===== src/rtl/sbus_pkg.sv =====
package sbus_pkg;
  localparam int unsigned BYTE_W = 8;
  localparam int unsigned WORD_W = 16;
  localparam int unsigned N_WR   = 5;
  localparam int unsigned N_RD   = 2;
  localparam int unsigned WIDX_W = $clog2(N_WR);

  typedef enum logic [3:0] {
    REG_NONE, REG_RESET, REG_GCTRL, REG_TXMODE, REG_RXMODE,
    REG_TXDATA, REG_RXDATA, REG_STATUS, REG_PROG
  } reg_id_e;

  typedef struct packed {
    reg_id_e           id;
    logic              rd;
    logic              wr;
    logic              wide;
    logic [WIDX_W-1:0] wr_idx;
    logic              rd_idx;
  } reg_dec_t;

  function automatic reg_dec_t decode_addr(input logic [BYTE_W-1:0] a);
    reg_dec_t d;
    d = '{id: REG_NONE, rd: 1'b0, wr: 1'b0, wide: 1'b0, wr_idx: '0, rd_idx: 1'b0};
    case (a)
      8'h01: d.id = REG_RESET;
      8'hE0: begin d.id = REG_GCTRL;  d.wr = 1'b1; d.wide = 1'b1; d.wr_idx = WIDX_W'(0); end
      8'hE1: begin d.id = REG_TXMODE; d.wr = 1'b1; d.wide = 1'b1; d.wr_idx = WIDX_W'(1); end
      8'hE2: begin d.id = REG_RXMODE; d.wr = 1'b1; d.wide = 1'b1; d.wr_idx = WIDX_W'(2); end
      8'hE3: begin d.id = REG_TXDATA; d.wr = 1'b1; d.wide = 1'b0; d.wr_idx = WIDX_W'(3); end
      8'hE5: begin d.id = REG_RXDATA; d.rd = 1'b1; d.wide = 1'b0; d.rd_idx = 1'b0; end
      8'hE6: begin d.id = REG_STATUS; d.rd = 1'b1; d.wide = 1'b1; d.rd_idx = 1'b1; end
      8'hE8: begin d.id = REG_PROG;   d.wr = 1'b1; d.wide = 1'b1; d.wr_idx = WIDX_W'(4); end
      default: ;
    endcase
    return d;
  endfunction

  // width of write slot i
  function automatic int unsigned wr_width(input int unsigned i);
    return (i == 3) ? BYTE_W : WORD_W;
  endfunction

  // slots cleared by the general reset command
  function automatic bit wr_clearable(input int unsigned i);
    return i < 3;
  endfunction
endpackage


===== src/rtl/sbus_sync.sv =====
module sbus_sync #(
  parameter int unsigned N      = 3,
  parameter int unsigned STAGES = 2,
  parameter logic [N-1:0] RST_VAL = '0
) (
  input  logic         clk_i,
  input  logic         rst_ni,
  input  logic [N-1:0] d_i,
  output logic [N-1:0] q_o,
  output logic [N-1:0] rise_o,
  output logic [N-1:0] fall_o
);
  logic [N-1:0] stg_q [STAGES];
  logic [N-1:0] prev_q;

  for (genvar s = 0; s < STAGES; s++) begin : g_stg
    if (s == 0) begin : g_first
      always_ff @(posedge clk_i or negedge rst_ni)
        if (!rst_ni) stg_q[s] <= RST_VAL;
        else         stg_q[s] <= d_i;
    end else begin : g_next
      always_ff @(posedge clk_i or negedge rst_ni)
        if (!rst_ni) stg_q[s] <= RST_VAL;
        else         stg_q[s] <= stg_q[s-1];
    end
  end

  always_ff @(posedge clk_i or negedge rst_ni)
    if (!rst_ni) prev_q <= RST_VAL;
    else         prev_q <= stg_q[STAGES-1];

  assign q_o    = stg_q[STAGES-1];
  assign rise_o = q_o & ~prev_q;
  assign fall_o = ~q_o & prev_q;
endmodule


===== src/rtl/sbus_frame.sv =====
module sbus_frame
  import sbus_pkg::*;
#(
  parameter int unsigned BW = BYTE_W,
  parameter int unsigned WW = WORD_W
) (
  input  logic                    clk_i,
  input  logic                    rst_ni,
  input  logic                    cs_idle_i,
  input  logic                    rise_i,
  input  logic                    din_i,
  output reg_dec_t                dec_o,
  output logic                    in_data_o,
  output logic [$clog2(WW)-1:0]   cnt_o,
  output logic [WW-1:0]           word_o,
  output logic                    word_vld_o,
  output logic                    greset_o
);
  localparam int unsigned CW = $clog2(WW);

  logic [WW-2:0] sh_q;
  logic [WW-1:0] nxt;
  logic [CW-1:0] cnt_q, last;
  logic          in_data_q, word_vld_q, greset_q;
  logic [WW-1:0] word_q;
  reg_dec_t      dec_q, addr_dec;

  assign nxt      = {sh_q, din_i};
  assign addr_dec = decode_addr(nxt[BW-1:0]);
  assign last     = dec_q.wide ? CW'(WW-1) : CW'(BW-1);

  always_ff @(posedge clk_i or negedge rst_ni) begin
    if (!rst_ni) begin
      sh_q       <= '0;
      cnt_q      <= '0;
      in_data_q  <= 1'b0;
      word_vld_q <= 1'b0;
      greset_q   <= 1'b0;
      word_q     <= '0;
      dec_q      <= '0;
    end else begin
      word_vld_q <= 1'b0;
      greset_q   <= 1'b0;
      if (cs_idle_i) begin
        in_data_q <= 1'b0;
        cnt_q     <= '0;
      end else if (rise_i) begin
        sh_q <= nxt[WW-2:0];
        if (!in_data_q) begin
          if (cnt_q == CW'(BW-1)) begin
            dec_q     <= addr_dec;
            in_data_q <= 1'b1;
            cnt_q     <= '0;
            greset_q  <= (addr_dec.id == REG_RESET);
          end else begin
            cnt_q <= cnt_q + 1'b1;
          end
        end else if (cnt_q == last) begin
          cnt_q      <= '0;
          word_vld_q <= dec_q.wr;
          word_q     <= dec_q.wide ? nxt : {{(WW-BW){1'b0}}, nxt[BW-1:0]};
        end else begin
          cnt_q <= cnt_q + 1'b1;
        end
      end
    end
  end

  assign dec_o      = dec_q;
  assign in_data_o  = in_data_q;
  assign cnt_o      = cnt_q;
  assign word_o     = word_q;
  assign word_vld_o = word_vld_q;
  assign greset_o   = greset_q;
endmodule


===== src/rtl/sbus_regfile.sv =====
module sbus_regfile
  import sbus_pkg::*;
#(
  parameter int unsigned WW = WORD_W,
  parameter int unsigned NW = N_WR
) (
  input  logic                     clk_i,
  input  logic                     rst_ni,
  input  logic                     word_vld_i,
  input  logic [WIDX_W-1:0]        wr_idx_i,
  input  logic [WW-1:0]            word_i,
  input  logic                     greset_i,
  output logic [NW-1:0][WW-1:0]    regs_o,
  output logic [NW-1:0]            wr_stb_o,
  output logic                     gen_reset_o
);
  for (genvar i = 0; i < NW; i++) begin : g_reg
    localparam int unsigned W = wr_width(i);
    logic [W-1:0] r_q;
    always_ff @(posedge clk_i or negedge rst_ni)
      if (!rst_ni)                                   r_q <= '0;
      else if (greset_i && wr_clearable(i))          r_q <= '0;
      else if (word_vld_i && wr_idx_i == WIDX_W'(i)) r_q <= word_i[W-1:0];
    if (W < WW) begin : g_pad
      assign regs_o[i] = {{(WW-W){1'b0}}, r_q};
    end else begin : g_full
      assign regs_o[i] = r_q;
    end
  end

  always_ff @(posedge clk_i or negedge rst_ni)
    if (!rst_ni) begin
      wr_stb_o    <= '0;
      gen_reset_o <= 1'b0;
    end else begin
      wr_stb_o    <= word_vld_i ? (NW'(1) << wr_idx_i) : '0;
      gen_reset_o <= greset_i;
    end
endmodule


===== src/rtl/sbus_reply.sv =====
module sbus_reply
  import sbus_pkg::*;
#(
  parameter int unsigned BW = BYTE_W,
  parameter int unsigned WW = WORD_W,
  parameter int unsigned NR = N_RD
) (
  input  logic                   clk_i,
  input  logic                   rst_ni,
  input  logic                   cs_idle_i,
  input  logic                   fall_i,
  input  logic                   in_data_i,
  input  logic [$clog2(WW)-1:0]  cnt_i,
  input  logic                   rd_i,
  input  logic                   rd_idx_i,
  input  logic [BW-1:0]          rx_data_i,
  input  logic [WW-1:0]          status_i,
  output logic                   reply_o,
  output logic [NR-1:0]          rd_stb_o
);
  logic [WW-2:0] sh_q;
  logic [WW-1:0] fetch;
  logic          reply_q;
  logic [NR-1:0] rd_stb_q;

  // narrow registers are left-aligned so the MSB goes out first
  assign fetch = rd_idx_i ? status_i : {rx_data_i, {(WW-BW){1'b0}}};

  always_ff @(posedge clk_i or negedge rst_ni) begin
    if (!rst_ni) begin
      sh_q     <= '0;
      reply_q  <= 1'b0;
      rd_stb_q <= '0;
    end else begin
      rd_stb_q <= '0;
      if (cs_idle_i) begin
        reply_q <= 1'b0;
      end else if (fall_i) begin
        if (in_data_i && rd_i) begin
          if (cnt_i == '0) begin
            reply_q  <= fetch[WW-1];
            sh_q     <= fetch[WW-2:0];
            rd_stb_q <= NR'(1) << rd_idx_i;
          end else begin
            reply_q <= sh_q[WW-2];
            sh_q    <= {sh_q[WW-3:0], 1'b0};
          end
        end else begin
          reply_q <= 1'b0;
        end
      end
    end
  end

  assign reply_o  = reply_q;
  assign rd_stb_o = rd_stb_q;
endmodule


===== src/rtl/sbus_slave.sv =====
module sbus_slave
  import sbus_pkg::*;
#(
  parameter int unsigned SYNC_STAGES = 2
) (
  input  logic                 clk_i,
  input  logic                 rst_ni,
  input  logic                 sclk_i,
  input  logic                 csn_i,
  input  logic                 cmd_i,
  output logic                 reply_o,
  input  logic [BYTE_W-1:0]    rx_data_i,
  input  logic [WORD_W-1:0]    status_i,
  output logic [WORD_W-1:0]    gctrl_o,
  output logic [WORD_W-1:0]    txmode_o,
  output logic [WORD_W-1:0]    rxmode_o,
  output logic [BYTE_W-1:0]    txdata_o,
  output logic [WORD_W-1:0]    prog_o,
  output logic [N_WR-1:0]      wr_stb_o,
  output logic [N_RD-1:0]      rd_stb_o,
  output logic                 gen_reset_o
);
  localparam int unsigned CW = $clog2(WORD_W);

  logic [2:0] pin_q, pin_rise, pin_fall;
  logic       cs_idle, sclk_rise, sclk_fall, din;

  // bit 0 csn, bit 1 sclk, bit 2 cmd
  sbus_sync #(.N(3), .STAGES(SYNC_STAGES), .RST_VAL(3'b011)) u_sync (
    .clk_i, .rst_ni,
    .d_i    ({cmd_i, sclk_i, csn_i}),
    .q_o    (pin_q),
    .rise_o (pin_rise),
    .fall_o (pin_fall)
  );

  assign cs_idle   = pin_q[0];
  assign din       = pin_q[2];
  assign sclk_rise = pin_rise[1] & ~cs_idle;
  assign sclk_fall = pin_fall[1] & ~cs_idle;

  reg_dec_t            dec;
  logic                in_data, word_vld, greset;
  logic [CW-1:0]       cnt;
  logic [WORD_W-1:0]   word;
  logic [N_WR-1:0][WORD_W-1:0] regs;

  sbus_frame u_frame (
    .clk_i, .rst_ni,
    .cs_idle_i  (cs_idle),
    .rise_i     (sclk_rise),
    .din_i      (din),
    .dec_o      (dec),
    .in_data_o  (in_data),
    .cnt_o      (cnt),
    .word_o     (word),
    .word_vld_o (word_vld),
    .greset_o   (greset)
  );

  sbus_regfile u_regs (
    .clk_i, .rst_ni,
    .word_vld_i  (word_vld),
    .wr_idx_i    (dec.wr_idx),
    .word_i      (word),
    .greset_i    (greset),
    .regs_o      (regs),
    .wr_stb_o    (wr_stb_o),
    .gen_reset_o (gen_reset_o)
  );

  sbus_reply u_reply (
    .clk_i, .rst_ni,
    .cs_idle_i (cs_idle),
    .fall_i    (sclk_fall),
    .in_data_i (in_data),
    .cnt_i     (cnt),
    .rd_i      (dec.rd),
    .rd_idx_i  (dec.rd_idx),
    .rx_data_i (rx_data_i),
    .status_i  (status_i),
    .reply_o   (reply_o),
    .rd_stb_o  (rd_stb_o)
  );

  assign gctrl_o  = regs[0];
  assign txmode_o = regs[1];
  assign rxmode_o = regs[2];
  assign txdata_o = regs[3][BYTE_W-1:0];
  assign prog_o   = regs[4];

  logic unused_bits;
  assign unused_bits = ^{pin_rise[0], pin_rise[2], pin_fall[0], pin_fall[2], pin_q[1],
                         dec.id, dec.wr, dec.wide, regs[3][WORD_W-1:BYTE_W]};
endmodule


===== config.mk =====
export PLATFORM = sky130hd
export DESIGN_NAME = sbus_slave
export DESIGN_NICKNAME = d
export VERILOG_FILES = /design/src/rtl/sbus_pkg.sv /design/src/rtl/sbus_sync.sv /design/src/rtl/sbus_frame.sv /design/src/rtl/sbus_regfile.sv /design/src/rtl/sbus_reply.sv /design/src/rtl/sbus_slave.sv
export SDC_FILE = /design/constraint.sdc
export NUM_CORES = 1
export LEC_CHECK = 0
export BUFFER_PORTS_ARGS = -buffer_cell sky130_fd_sc_hd__buf_2
export CAP_MARGIN = 20
export CORE_MARGIN = 2
export CORE_UTILIZATION = 55
export DETAILED_ROUTE_END_ITERATION = 8
export GPL_ROUTABILITY_DRIVEN = 1
export PLACE_DENSITY = 0.76
export SETUP_SLACK_MARGIN = 0.1
export SLEW_MARGIN = 20
export SYNTH_ARGS = -nofsm -noshare
export SYNTH_HDL_FRONTEND = slang
export SYNTH_SLANG_ARGS = --single-unit

===== constraint.sdc =====
create_clock -name clk_i -period 2.9 [get_ports clk_i]
set_input_delay 0.145 -clock clk_i [delete_from_list [all_inputs] [get_ports clk_i]]
set_output_delay 0.145 -clock clk_i [all_outputs]
set_load 0.005 [all_outputs]

## Word-level counts from Yosys, hierarchy flattened

Cells that the tools add are included.

- Bits in registers: 149
- Bits in latches: 0
- Bits in writable memories: 0
- ROM bits: 0
- Output and inout port bits: 81
- Logic and storage cells: 112
- Memories kept: 0

- $add $sub $neg: 1
- Multipliers: 0
- Div/mod/pow operators: 0
- Order comparisons: 0
- Equality and inequality tests: 15
- Shift operators: 2
- Mux-type cells: 42
- Bitwise operators: 8
- Reduce and logical (&&, ||, !) cells: 20

Operators by type and width:

| kind | number |
|---|---|
| $mux W16 | 8 |
| $eq A8 B8 Y1 const B | 7 |
| $pmux W4 S8 | 1 |
| $mux W4 | 6 |
| $mux W1 | 20 |
| $mux W15 | 1 |
| $pmux W3 S4 | 1 |
| $reduce_bool A2 Y1 | 5 |
| $reduce_or A5 Y1 | 2 |
| $eq A8 B1 Y1 const B | 1 |
| $mux W2 | 4 |
| $reduce_and A4 Y1 | 2 |
| $eq A3 B2 Y1 const B | 2 |
| $logic_and A1 B1 Y1 | 6 |
| $mux W5 | 1 |
| $shl A1 B3 Y5 const A | 1 |
| $add A4 B1 Y4 const B | 1 |
| $and A2 B2 Y2 | 2 |
| $eq A4 B1 Y1 const B | 1 |
| $eq A4 B3 Y1 const B | 1 |
| $eq A4 B4 Y1 | 1 |
| $logic_not A4 Y1 | 1 |
| $not A2 Y2 | 2 |
| $eq A3 B1 Y1 const B | 1 |
| 8 further kinds | 10 |

## Logic depth before layout (Yosys ltp)

- Depth in word-level cells: 7
- Gate-level depth with buffers: 6
- Gate-level depth less buffers: 5

## Hierarchy

A second synthesis with hierarchy kept.

- Cells, all modules: 529
- Area total of the unflattened synthesis: 6722.7 sq um

By module, submodules not included:

| module | instances | cells each | area an instance (sq um) | sequential area each (sq um) |
|---|---|---|---|---|
| sbus_regfile | 1 | 246 | 3372.0 | 1951.9 |
| sbus_frame | 1 | 171 | 2065.7 | 1226.2 |
| sbus_reply | 1 | 92 | 964.7 | 450.4 |
| sbus_sync | 1 | 18 | 307.8 | 232.7 |
| sbus_slave | 1 | 2 | 12.5 | 0.0 |

## Worst setup path after synthesis

No wires, ideal clock.

- Path type: reg-to-reg
- Start point: register u_sync.stg_q (netlist bit u_sync.q_o[1])
- End point: register u_frame.word_q[7], in the netlist u_frame.word_o[7]
- Setup time: 125 ps
- Arrival: 1958 ps
- Setup slack: 817 ps
- Cell stages (with the launch flop): 7
- Path buffers: 3
- Period minus slack after synthesis: 2083 ps
- Path through: dfstp_2 -> or3b_1 -> buf_6 -> or3_4 -> buf_6 -> buf_8 -> mux2_4

- Longest elaborated chain between the ends: 3

Ends and longest elaborated chain:

| what | RTL line | text |
|---|---|---|
| start: declaration | sbus_sync.sv:13 | `logic [N-1:0] stg_q [STAGES];` |
| start signal: indexed assignment | sbus_sync.sv:24 | `else stg_q[s] <= stg_q[s-1];` |
| $and A2 B2 Y2 | sbus_sync.sv:33 | `assign rise_o = q_o & ~prev_q;` |
| $and A1 B1 Y1 | sbus_slave.sv:39 | `assign sclk_rise = pin_rise[1] & ~cs_idle;` |
| $reduce_and A4 Y1 (no source line) | - |  |
| end signal: assignment | sbus_frame.sv:61 | `word_q <= dec_q.wide ? nxt : {{(WW-BW){1'b0}}, nxt[BW-1:0]};` |
| end: declaration | sbus_frame.sv:25 | `logic [WW-1:0] word_q;` |

Every way passes these cells.
A chain may end at the register's enable or synchronous reset.

## Worst setup path after layout

Same ends and word-level chain as after synthesis.

==> summary.md <==
The tools report the origin of the critical flop-to-flop path as u_sync.q_o[1]. The flow ran to the end, and the final reports show no timing, DRC or antenna violations. For this run, design rule violations remaining after detail routing come to 0.

The number of instances in the synthesized netlist is 549. Path type of the worst min-delay path: in2reg. The first TritonRoute pass finished after 4 iterations. The analysis attributes to cell leakage a power of 3.80 nW.

The slew at the pin closest to its max-slew limit is 0.630 ns. The final cell count without fillers is 818. Violation count after the first detailed-routing iteration: 310. Summed over all nets, the half-perimeter wirelength after detailed placement is 8.75 mm. Among all stages on the critical path, the largest delay is contributed by dfstp_2. In this run the critical register-to-register path is captured at u_frame.word_o[7]. The pin count of the biggest net entering global routing is 68. After detailed placement, the total cell area comes to 6720 sq um.

The floorplan step set the die width to 109 microns. The run gives 4,494 as the via count. Standard cell core area: 10,800 sq um. The tools report the end of the critical path as u_frame.word_o[7].

The tools report the number of setup buffers added after CTS as 0. Tracing the worst setup path back leads to its startpoint at u_sync.q_o[1]. The run gives 0.00645 ns as the worst clock skew. The filler cells instantiated in the layout total 776. In this run the mean area of a mapped cell was 11.0 sq um. For this design the top-level I/O count stands at 110. The flip-flop and latch count after synthesis came out at 148.

The tools report the startpoint of the worst hold path as rx_data_i[5]. Setup repair after global routing left no endpoint under its margin. The global-route wire length before repair was 21.2 mm; the clock-pin slew reported for the worst setup and hold paths after clock tree synthesis was 0.06 ns.

The clock reaches the later pin of the worst-skew pair after 0.52 ns. The number of hold buffers added after CTS is 12. The total overflow left after global routing is 0. Antenna diode instance count: 0.

For the normalized max-slew margin, the log shows 0.578. Post-route fraction of the period consumed by the critical path: 0.725. The buffer and inverter count on the worst path is 1, and the final count of hold timing violations is 0. After detailed routing, the number of vias per cell comes to 5.49.

The power density over cell area is 594 nW/um^2. STA classifies the critical path endpoint as a flop. Type of element launching the critical path: a flop. The critical path is of the reg2reg type.

The number of distinct library cell variants in the gate-level netlist after synthesis is 46. The tools report the data required time of the critical path as 3.30 ns. The floorplan step defined a die boundary enclosing 11,900 sq um. For the starting density of the core, the log shows 0.561. Subtracting the final worst setup slack from the clock period gives 2.10 ns. In the final routed layout, each cell accounts on average for 16.2 microns.

Data on the critical path arrives at its endpoint at 2.50 ns. The fraction of registers with async set/reset is 1.00. Yosys mapped a number of flops with a built-in enable equal to 0. Across the run, the number of max-cap violations was 0. After clock tree synthesis, the repair step resized 0 gates. The detail route stage leaves a number of antenna-violating nets equal to 0. Walking the worst path, the cells encountered are or3b_1, buf_4, or3_4, mux2_4. The family with the most delay on the worst path was simple AND/OR/NAND/NOR gates. In this run the register-to-register setup slack is 0.80 ns. The net count after synthesis is 580. The sequential-to-total area share from yosys stat is 0.613, and the delay contributed by the slowest stage of the critical path is 0.57 ns. The max-slew violation count is 0, and the area added between synthesis and finish is 22.1%.

During synthesis, Yosys emitted a total of 0 warnings. In this run the worst path has a maximum fanout of 19. Setup violations remaining at the end of the flow were counted as 0. TritonCTS built the clock tree.

The cell at the root of the clock tree was clkbuf_8. The number of port buffers came out at 109. The congestion estimate from routability-driven global placement came to 0.856.

The path length in cells of the critical path works out to 4. The tools report the final cell area excluding filler cells as 7400 sq um. The total clock sinks is 148, and the maximum operating frequency is 475 MHz. The fraction of final layout cells with drive strength greater than 1 was 0.304; the number of nets at the end of the flow was 697. The run gives 13.3 mm as the wire length reported by the detailed router. The post-synthesis cell area was 6060 sq um.

The initialized floorplan defines 38 standard-cell rows. The depth of the worst register-to-register path was 4; the total CTS buffers was 17. The top flip-flop cell by instance count after synthesis was dfrtp_1. The tools report the cell total after placement as 775.

The initial antenna violation count was 0. The total routing usage reported by global routing is 0.234, and the via count of the first global-routing pass is 4,315. The depth of the CTS H-tree was 4; the height of the die was 109 microns. In this run the deepest clock path goes through 2 buffers. The run gives 0 ns as the setup TNS.

Peak supply drop: 0.000362 V.
[area by class of cell]
cell class | count | area, sq um | area share
flip-flops and latches | 148 | 3710 | 0.502
multi-input cells | 351 | 2130 | 0.289
well taps | 140 | 175 | 0.0237
clock inverters | 9 | 105 | 0.0142
clock buffers | 22 | 453 | 0.0612
repair buffers | 133 | 762 | 0.103
inverters | 15 | 56.3 | 0.00761
[Yosys cell counts, types with 4 or more instances]
cell type    n  area (sq um)
nand2_1    147           552
dfrtp_1    143          3580
a21oi_1     58           290
mux2_2      45           507
clkbuf_1    27           101
mux2i_1     13           130
a31oi_1     12          75.1
inv_1       12          45.0
a22o_1      11          96.3
nand3_1      9          45.0
nand2b_1     7          43.8
nor2_1       6          22.5
dfstp_2      5           131
and3_1       4          25.0
[how the worst min path moves through the flow]
| stage | to | slack [ns] | cells past startpoint |
|---|---|---|---|
| floorplan | u_frame.cnt_o[0] | -0.15 | 0 |
| global placement | u_regs.g_reg[1].r_q[0] | 0.16 | 1 |
| detailed placement | u_regs.g_reg[1].r_q[0] | 0.17 | 1 |
| CTS | u_reply.sh_q[11] | 0.03 | 4 |
| global route | u_reply.sh_q[13] | 0.07 | 4 |
| finish | u_reply.sh_q[13] | 0.05 | 4 |
[kinds of logic (layout without fill, tap and decap cells)]
kind of cell / after synthesis / count (layout) / share of synthesized area
AO/OA/AOI/OAI: 88 / 88 / 0.0853
XOR/XNOR: 3 / 3 / 0.00434
adder cells (fa/ha/maj): 2 / 2 / 0.00413
buffers and inverters: 50 / 179 / 0.0357
flip-flops: 148 / 148 / 0.613
multiplexers: 59 / 59 / 0.108
AND/OR/NAND/NOR: 199 / 199 / 0.150
[report_power, final]
part,internal [mW],switching [mW]
logic,0.0741,0.101
registers,2.10,0.0493
clock network,1.26,0.810
total,3.44,0.960
[tightest hold or removal path: stages]
cell	delay (ns)
buf_2	0.07
mux2_2	0.13
mux2i_1	0.06
mux2i_1	0.12
[placed cells by master, fill, tap and decap left out, types with 2 or more instances in the layout]
cell type	n
a21oi_1	58
a22o_1	11
a31oi_1	12
and2_1	2
and3_1	4
and4_1	2
and4b_1	2
buf_2	108
buf_4	12
bufinv_16	2
clkbuf_1	3
clkbuf_16	16
clkbuf_8	3
clkinv_1	3
clkinv_2	3
clkinvlp_4	4
dfrtp_1	143
dfstp_2	5
dlygate4sd3_1	12
ha_1	2
inv_1	12
mux2_2	45
mux2i_1	13
nand2_1	147
nand2b_1	7
nand3_1	9
nand3b_1	2
nand4_1	2
nand4b_1	2
nand4bb_1	2
nor2_1	6
nor3_1	2
nor3b_2	2
o21ai_0	2
xor2_1	3
[flip-flops by register name, summed over array words and instances (netlist names)]
signal,count
u_reply.rd_stb_o,2
u_frame.word_o,16
u_frame.in_data_o,1
u_sync.stg_q,3
u_sync.q_o,3
u_frame.sh_q,15
u_frame.greset_o,1
u_frame.word_vld_o,1
u_regs.wr_stb_o,5
u_regs.gen_reset_o,1
u_regs.g.r_q,72
u_reply.reply_o,1
u_sync.prev_q,1
u_frame.dec_o,7
u_frame.cnt_o,4
u_reply.sh_q,15
[stage by stage]
step / util / power (mW) / setup slack (ns) / hold WS (ns)
final: 0.685 / 4.40 / 0.796 / 0.0508
after global routing: 0.685 / 4.55 / 0.711 / 0.0665
after CTS: 0.685 / 4.43 / 0.798 / 0.0328
after detailed placement: 0.622 / 2.35 / 0.821 / 0.172
after global placement: 0.622 / 2.34 / 0.863 / 0.161
after floorplan: - / 2.26 / 0.817 / -0.151
[routing by layer]
layer | global-route usage | vias up | wire length, microns | part of all wire
met5 | 0 | - | 0 | 0
met4 | 0.0668 | 0 | 131 | 0.0099
met3 | 0.0610 | 13 | 813 | 0.061
met2 | 0.382 | 157 | 6530 | 0.49
met1 | 0.310 | 2222 | 5800 | 0.44
li1 | - | 2102 | - | -
Power figures use the tool's default switching activity.
